<file path="src/rtl/edge_evt_pkg.sv">
`timescale 1ns/1ps
package edge_evt_pkg;
  localparam int MODE_W = 8;

  typedef enum logic [1:0] {
    ADDR_MODE   = 2'd0,
    ADDR_RELOAD = 2'd1,
    ADDR_CTRL   = 2'd2,
    ADDR_COUNT  = 2'd3
  } regAddr_e;

  // Strobes from control to datapath
  typedef struct packed {
    logic countEn;     // take one step this cycle
    logic countUp;     // direction of that step
    logic reloadWr;    // reload register write
    logic loadCounter; // copy write data into counter too
    logic freeRun;     // wrap type
    logic pulseEn;     // pulse output enabled
  } ctlStrobes_t;
endpackage

</file>
<file path="src/rtl/evt_sync.sv">
`timescale 1ns/1ps
module evt_sync #(
  parameter int STAGES = 2
) (
  input  logic clk,
  input  logic rstN,
  input  logic evtRaw,
  input  logic dirRaw,
  input  logic risingSel,
  output logic evtEdge,
  output logic dirLevel
);
  localparam int LAST = STAGES - 1;

  logic [STAGES-1:0] evtChain;
  logic [STAGES-1:0] dirChain;
  logic              evtPrev;
  logic              evtSync;

  generate
    if (STAGES == 1) begin : g_single
      always_ff @(posedge clk or negedge rstN) begin
        if (!rstN) begin
          evtChain <= '0;
          dirChain <= '0;
        end else begin
          evtChain <= evtRaw;
          dirChain <= dirRaw;
        end
      end
    end else begin : g_chain
      always_ff @(posedge clk or negedge rstN) begin
        if (!rstN) begin
          evtChain <= '0;
          dirChain <= '0;
        end else begin
          evtChain <= {evtChain[STAGES-2:0], evtRaw};
          dirChain <= {dirChain[STAGES-2:0], dirRaw};
        end
      end
    end
  endgenerate

  assign evtSync  = evtChain[LAST];
  assign dirLevel = dirChain[LAST];

  always_ff @(posedge clk or negedge rstN) begin
    if (!rstN) evtPrev <= 1'b0;
    else       evtPrev <= evtSync;
  end

  always_comb begin
    if (risingSel) evtEdge = evtSync & ~evtPrev;
    else           evtEdge = ~evtSync & evtPrev;
  end

  // a detected edge never lasts two cycles
  p_edge_single_r10: assert property (@(posedge clk) disable iff (!rstN)
    evtEdge |=> !evtEdge);
endmodule

</file>
<file path="src/rtl/evt_ctrl.sv">
`timescale 1ns/1ps
module evt_ctrl
  import edge_evt_pkg::*;
(
  input  logic              clk,
  input  logic              rstN,
  input  logic              wrEn,
  input  logic [1:0]        wrAddr,
  input  logic [MODE_W-1:0] wrByte,
  input  logic              evtEdge,
  input  logic              dirLevel,
  output ctlStrobes_t       strobes,
  output logic [MODE_W-1:0] modeReg,
  output logic              startBit,
  output logic              upFlag
);
  localparam logic [1:0] OP_EVENT = 2'b01;

  logic modeOk;

  always_ff @(posedge clk or negedge rstN) begin
    if (!rstN) begin
      modeReg  <= '0;
      startBit <= 1'b0;
      upFlag   <= 1'b0;
    end else if (wrEn) begin
      if (wrAddr == ADDR_MODE) modeReg <= wrByte;
      if (wrAddr == ADDR_CTRL) begin
        startBit <= wrByte[0];
        upFlag   <= wrByte[1];
      end
    end
  end

  assign modeOk = (modeReg[1:0] == OP_EVENT) && !modeReg[5];

  always_comb begin
    strobes.countEn     = startBit && modeOk && evtEdge;
    strobes.countUp     = modeReg[4] ? dirLevel : upFlag;
    strobes.reloadWr    = wrEn && (wrAddr == ADDR_RELOAD);
    strobes.loadCounter = wrEn && (wrAddr == ADDR_RELOAD) && !startBit;
    strobes.freeRun     = modeReg[6];
    strobes.pulseEn     = modeReg[2];
  end

  // wrong operating mode never lets a count through
  p_bad_mode_r2: assert property (@(posedge clk) disable iff (!rstN)
    (modeReg[1:0] != OP_EVENT || modeReg[5]) |-> !strobes.countEn);
  // counter preload only while stopped
  p_preload_stopped_r9: assert property (@(posedge clk) disable iff (!rstN)
    strobes.loadCounter |-> !strobes.countEn);
endmodule

</file>
<file path="src/rtl/evt_datapath.sv">
`timescale 1ns/1ps
module evt_datapath
  import edge_evt_pkg::*;
#(
  parameter int CNT_W = 16
) (
  input  logic             clk,
  input  logic             rstN,
  input  ctlStrobes_t      strobes,
  input  logic [CNT_W-1:0] wrData,
  output logic [CNT_W-1:0] count,
  output logic [CNT_W-1:0] reloadVal,
  output logic             irq,
  output logic             pulseOut
);
  localparam logic [CNT_W-1:0] MAX_VAL = '1;
  localparam logic [CNT_W-1:0] ONE     = CNT_W'(1);

  logic             wrapNow;
  logic [CNT_W-1:0] wrapVal;
  logic [CNT_W-1:0] stepVal;

  always_comb begin
    wrapNow = strobes.countEn &&
              (strobes.countUp ? (count == MAX_VAL) : (count == '0));
    if (strobes.freeRun) wrapVal = strobes.countUp ? '0 : MAX_VAL;
    else                 wrapVal = reloadVal;
    stepVal = strobes.countUp ? count + ONE : count - ONE;
  end

  always_ff @(posedge clk or negedge rstN) begin
    if (!rstN) reloadVal <= '0;
    else if (strobes.reloadWr) reloadVal <= wrData;
  end

  always_ff @(posedge clk or negedge rstN) begin
    if (!rstN) begin
      count <= '0;
    end else if (strobes.loadCounter) begin
      count <= wrData;
    end else if (strobes.countEn) begin
      count <= wrapNow ? wrapVal : stepVal;
    end
  end

  always_ff @(posedge clk or negedge rstN) begin
    if (!rstN) begin
      irq      <= 1'b0;
      pulseOut <= 1'b0;
    end else begin
      irq <= wrapNow;
      if (!strobes.pulseEn) pulseOut <= 1'b0;
      else if (wrapNow)     pulseOut <= ~pulseOut;
    end
  end

  // no step and no preload keeps the count
  p_hold_idle_r2: assert property (@(posedge clk) disable iff (!rstN)
    (!strobes.countEn && !strobes.loadCounter) |=> $stable(count));
  // strobe is a single cycle
  p_irq_single_r7: assert property (@(posedge clk) disable iff (!rstN)
    irq |=> !irq);
  // disabled pulse output stays low
  p_pulse_low_r8: assert property (@(posedge clk) disable iff (!rstN)
    !strobes.pulseEn |=> !pulseOut);
  // free-run up step past all-ones lands on zero
  p_free_wrap_r6: assert property (@(posedge clk) disable iff (!rstN)
    (strobes.countEn && strobes.countUp && strobes.freeRun && count == MAX_VAL)
      |=> (count == '0) && irq);
endmodule

</file>
<file path="src/rtl/edge_event_counter.sv">
`timescale 1ns/1ps
module edge_event_counter
  import edge_evt_pkg::*;
#(
  parameter int CNT_W       = 16,
  parameter int SYNC_STAGES = 2
) (
  input  logic             clk,
  input  logic             rstN,
  input  logic             wrEn,
  input  logic [1:0]       wrAddr,
  input  logic [CNT_W-1:0] wrData,
  input  logic [1:0]       rdAddr,
  output logic [CNT_W-1:0] rdData,
  input  logic             evtIn,
  input  logic             dirIn,
  output logic             pulseOut,
  output logic             pulseOe,
  output logic             irqOut
);
  localparam int CTRL_PAD = CNT_W - 2;
  localparam int MODE_PAD = CNT_W - MODE_W;

  ctlStrobes_t       strobes;
  logic              evtEdge;
  logic              dirLevel;
  logic [MODE_W-1:0] modeReg;
  logic              startBit;
  logic              upFlag;
  logic [CNT_W-1:0]  count;
  logic [CNT_W-1:0]  reloadVal;

  evt_sync #(.STAGES(SYNC_STAGES)) u_sync (
    .clk(clk), .rstN(rstN), .evtRaw(evtIn), .dirRaw(dirIn),
    .risingSel(modeReg[3]), .evtEdge(evtEdge), .dirLevel(dirLevel)
  );

  evt_ctrl u_ctrl (
    .clk(clk), .rstN(rstN), .wrEn(wrEn), .wrAddr(wrAddr),
    .wrByte(wrData[MODE_W-1:0]), .evtEdge(evtEdge), .dirLevel(dirLevel),
    .strobes(strobes), .modeReg(modeReg), .startBit(startBit), .upFlag(upFlag)
  );

  evt_datapath #(.CNT_W(CNT_W)) u_dp (
    .clk(clk), .rstN(rstN), .strobes(strobes), .wrData(wrData),
    .count(count), .reloadVal(reloadVal), .irq(irqOut), .pulseOut(pulseOut)
  );

  assign pulseOe = modeReg[2];

  always_comb begin
    case (rdAddr)
      ADDR_MODE:   rdData = {{MODE_PAD{1'b0}}, modeReg};
      ADDR_RELOAD: rdData = reloadVal;
      ADDR_CTRL:   rdData = {{CTRL_PAD{1'b0}}, upFlag, startBit};
      default:     rdData = count;
    endcase
  end
endmodule

</file>
<file path="config.mk">
export PLATFORM = sky130hd
export DESIGN_NAME = edge_event_counter
export DESIGN_NICKNAME = d
export VERILOG_FILES = /design/src/rtl/edge_evt_pkg.sv /design/src/rtl/evt_sync.sv /design/src/rtl/evt_ctrl.sv /design/src/rtl/evt_datapath.sv /design/src/rtl/edge_event_counter.sv
export SDC_FILE = /design/constraint.sdc
export NUM_CORES = 1
export LEC_CHECK = 0
export BUFFER_PORTS_ARGS = -buffer_cell sky130_fd_sc_hd__buf_2
export CAP_MARGIN = 20
export CORE_MARGIN = 2
export CORE_UTILIZATION = 32
export CTS_CLUSTER_SIZE = 10
export DETAILED_ROUTE_END_ITERATION = 8
export PLACE_DENSITY = 0.53
export REMOVE_ABC_BUFFERS = 1
export SYNTH_ARGS = -nofsm -noshare
export SYNTH_HDL_FRONTEND = slang
export SYNTH_SLANG_ARGS = --single-unit
</file>
<file path="constraint.sdc">
create_clock -name clk -period 6.36 [get_ports clk]
set_clock_uncertainty 0.2 [all_clocks]
set_input_delay 0.636 -clock clk [delete_from_list [all_inputs] [get_ports clk]]
set_output_delay 0.636 -clock clk [all_outputs]
set_load 0.05 [all_outputs]
</file>
==> metrics <==
run status finished clean; Antenna Cells 0; Hold Path Sink u_sync.dirChain[1]$_DFF_PN0_; die area 0.0114 sq mm; Worst Setup Path Type reg -> reg; antenna violations before repair 0; Worst setup EP type flip-flop; Max H-tree Level 2; Die X 107 um; #FFs+latches synth 49; Reg area 0.00123 sq mm; Fin Hold WS 0.160 ns; Main synth FF type dfrtp_1; wire per inst 17.7 um; CTS Buf Count 5; grt total ovfl 0; largest net degree at the start of global routing 50; hold path start u_sync.dirChain[0]$_DFF_PN0_; Overall Power 0.00152 W; commonest non-fill, non-tap cell in the layout dfrtp_1; top cells by area, synth dfrtp_1 (36%), mux2_2 (12%), ha_1 (5.9%); crit path buf inv count 1; CP max-delay cell o31ai_1; Comb pwr share 55.9%; CP required 6.35 ns; post-synthesis mux area share roughly 17%; hold-critical path depth 0; fmax 0.321 GHz; first-pass GRT wire length 15000 um; register share of total power 32.0%; Max Cap Viol 0; Reg clk slew, reported paths approximately 0.09 ns; Async S/R FF share, synth 100%; CTS Hold Bufs 0; number of nets in the layout 421; most frequent cells in the layout dfrtp_1 (49), buf_2 (43), a21oi_1 (38); core area about 0.01 sq mm; sequential element share of the synthesized area 36.4%; DR pass1 iterations 4; Top Ports 44; synth warn 0; post-CTS sizing 0; actual slew at the worst max-slew pin 0.992 ns; total number of vias ~2.8k; Distinct cells, synth 59; First DRT Iteration DRCs 178; P_sw slightly below 0.0007 W; clock sink count around 50; Die Span Y 107 um; Inst Count DP 508; Clock Tree Buf Depth 2; synthesized cell area around 0.0034 sq mm; CTS tree yes; final wirelength 9110 um; largest family of logic cells by synthesized area compound AO/OA/AOI/OAI gates; DRT antenna net count 0; XOR/XNOR share of the synthesized area 3.64%; Crit Path Max Fanout 19; kind of start point of the critical path flip-flop; Adder-Cell Fraction of Synth Area 6.54%; CP Cell Sequence mux2i_2 > buf_4 > ha_1 > a211oi_1 > o21a_1 > a211oi_1 > o31ai_1 > xnor2_1 > a211o_1; root buf cell clkbuf_8; worst reg-to-reg setup slack 3.24 ns; Peak VDD IR 0.000194 V; max-slew violations 0; worst r2r src u_ctrl.modeReg[4]$_DFFE_PN0P_; top cell type's share of synthesized area 36.4%; Avg Cell Area, Syn 9.93 sq um; crit-path max cell delay 0.52 ns; Initial Util approximately 33%; Skew-Pair Late Insertion Delay 0.30 ns; P_leak approximately 1.7 nW; Non-Filler Instances 516; Reg2Reg Depth 9; filler cell count 1094; delay-heaviest family, CP compound AO/OA/AOI/OAI gates; setup_tns 0 ns; Synth Area in Simple Gates 14.1%; worst hold path type reg -> reg; Net Sw Frac 45.1%; vias in the first global route 2851; top cell type by total area after synthesis dfrtp_1; area of the multi-input gates 0.00206 sq mm; RR Endpoint u_dp.count[15]$_DFFE_PN0P_; number of synthesized flops with an enable pin 0; crit share post-route 49.0%; Max-slew headroom between 30 and 40%; Pint 0.000834 W; total track usage 16.7%; setup bufs post-CTS 0; Layout area overhead 13.1%; RSZ-0062 raised after global routing false; Power Dens Cells 399 mW/mm^2; # setup viols final 0; Synth Area in Compound Gates 19.8%; CP most frequent cell a211oi_1; # rows 37; Critical Path AT 3.11 ns; gpl congestion 0.861; Post-Synthesis Cells 339; DR DRC count 0; fin crit period around 3.1 ns; Final Hold Fails 0; share of cells above drive strength 1 27.1%; vias per cell between 5 and 6; post-DP HPWL 6660 um; Port Buf Inserts 43; Clk network pwr share 12.0%
## cell usage after synthesis, types with 2 or more instances
master and instances:
a211o_1 2, a211oi_1 3, a21o_1 8, a21oi_1 38, a221o_1 2, a22o_1 5
a22oi_1 6, a31oi_1 2, and3_1 7, clkbuf_1 13, dfrtp_1 49, ha_1 16
inv_1 4, mux2_2 36, mux2i_1 11, mux4_2 2, nand2_1 18, nand2b_1 5
nand3_1 4, nand3b_1 2, nand4_1 5, nor2_1 17, nor2b_1 8, nor3_1 5
nor4_1 4, o2111ai_1 2, o211ai_1 3, o21a_1 2, o21ai_0 15, o221ai_1 2
or2_2 2, or3_1 2, xnor2_1 5, xor2_1 9
## metal layers
layer	wire, um	GRT usage, %	vias to the layer above
met1	4410	23.6	1348
met4	286	5.94	0
met2	3970	25.5	82
met3	447	3.28	17
met5	0	0	-
li1	-	-	1365
## sequential cells by signal (all words and copies together) (netlist names)
| register | flops |
|---|---|
| u_dp.count | 16 |
| u_dp.reloadVal | 16 |
| u_ctrl.modeReg | 8 |
| u_sync.dirChain | 2 |
| u_sync.evtChain | 2 |
| u_ctrl.startBit | 1 |
| u_ctrl.upFlag | 1 |
| u_dp.irq | 1 |
| u_dp.pulseOut | 1 |
| u_sync.evtPrev | 1 |
## worst max path at each step
stage / cells past startpoint / start / slack [ns] / end
2_1_floorplan: 9 / u_ctrl.modeReg[4]$_DFFE_PN0P_ / 3.44 / u_dp.count[12]$_DFFE_PN0P_
3_3_place_gp: 9 / u_ctrl.modeReg[4]$_DFFE_PN0P_ / 3.32 / u_dp.count[15]$_DFFE_PN0P_
3_5_place_dp: 6 / wrAddr[1] / 3.28 / u_dp.count[9]$_DFFE_PN0P_
4_1_cts: 9 / u_ctrl.modeReg[4]$_DFFE_PN0P_ / 3.26 / u_dp.count[15]$_DFFE_PN0P_
5_1_grt: 9 / u_ctrl.modeReg[4]$_DFFE_PN0P_ / 3.06 / u_dp.count[15]$_DFFE_PN0P_
6_report: 9 / u_ctrl.modeReg[4]$_DFFE_PN0P_ / 3.24 / u_dp.count[15]$_DFFE_PN0P_
## cell families after synthesis
group	after synthesis
AO/OA/AOI/OAI	102
AND/OR/NAND/NOR	87
multiplexers	50
flip-flops	49
buffers and inverters	20
adder cells (fa/ha/maj)	17
XOR/XNOR	14
## metrics by stage
| stage | area [sq um] | util, % | worst slack (ns) |
|---|---|---|---|
| 2_1_floorplan | 3300 | - | 3.44 |
| 3_3_place_gp | 3720 | 36.2 | 3.32 |
| 3_5_place_dp | 3720 | 36.2 | 3.28 |
| 4_1_cts | 3810 | 37.1 | 3.26 |
| 5_1_grt | 3810 | 37.1 | 3.06 |
| 6_report | 3810 | 37.1 | 3.24 |
## area by class of cell
type	instances	share of cell area, %
Sequential cell	49	32.2
Inverter	5	0.493
Multi-Input combinational cell	270	54.0
Timing Repair Buffer	48	6.64
Clock inverter	1	0.197
Clock buffer	7	2.00
Tap cell	136	4.47
## power groups by stage
stage,clock network (W),logic (W),registers [W]
6_report,0.000183,0.000849,0.000486
5_1_grt,0.000200,0.000945,0.000502
3_3_place_gp,0,0.000834,0.000493
4_1_cts,0.000188,0.000853,0.000486
2_1_floorplan,0,0.000664,0.000458
3_5_place_dp,0,0.000844,0.000494
Note: power is estimated with default switching activity, not from simulation.
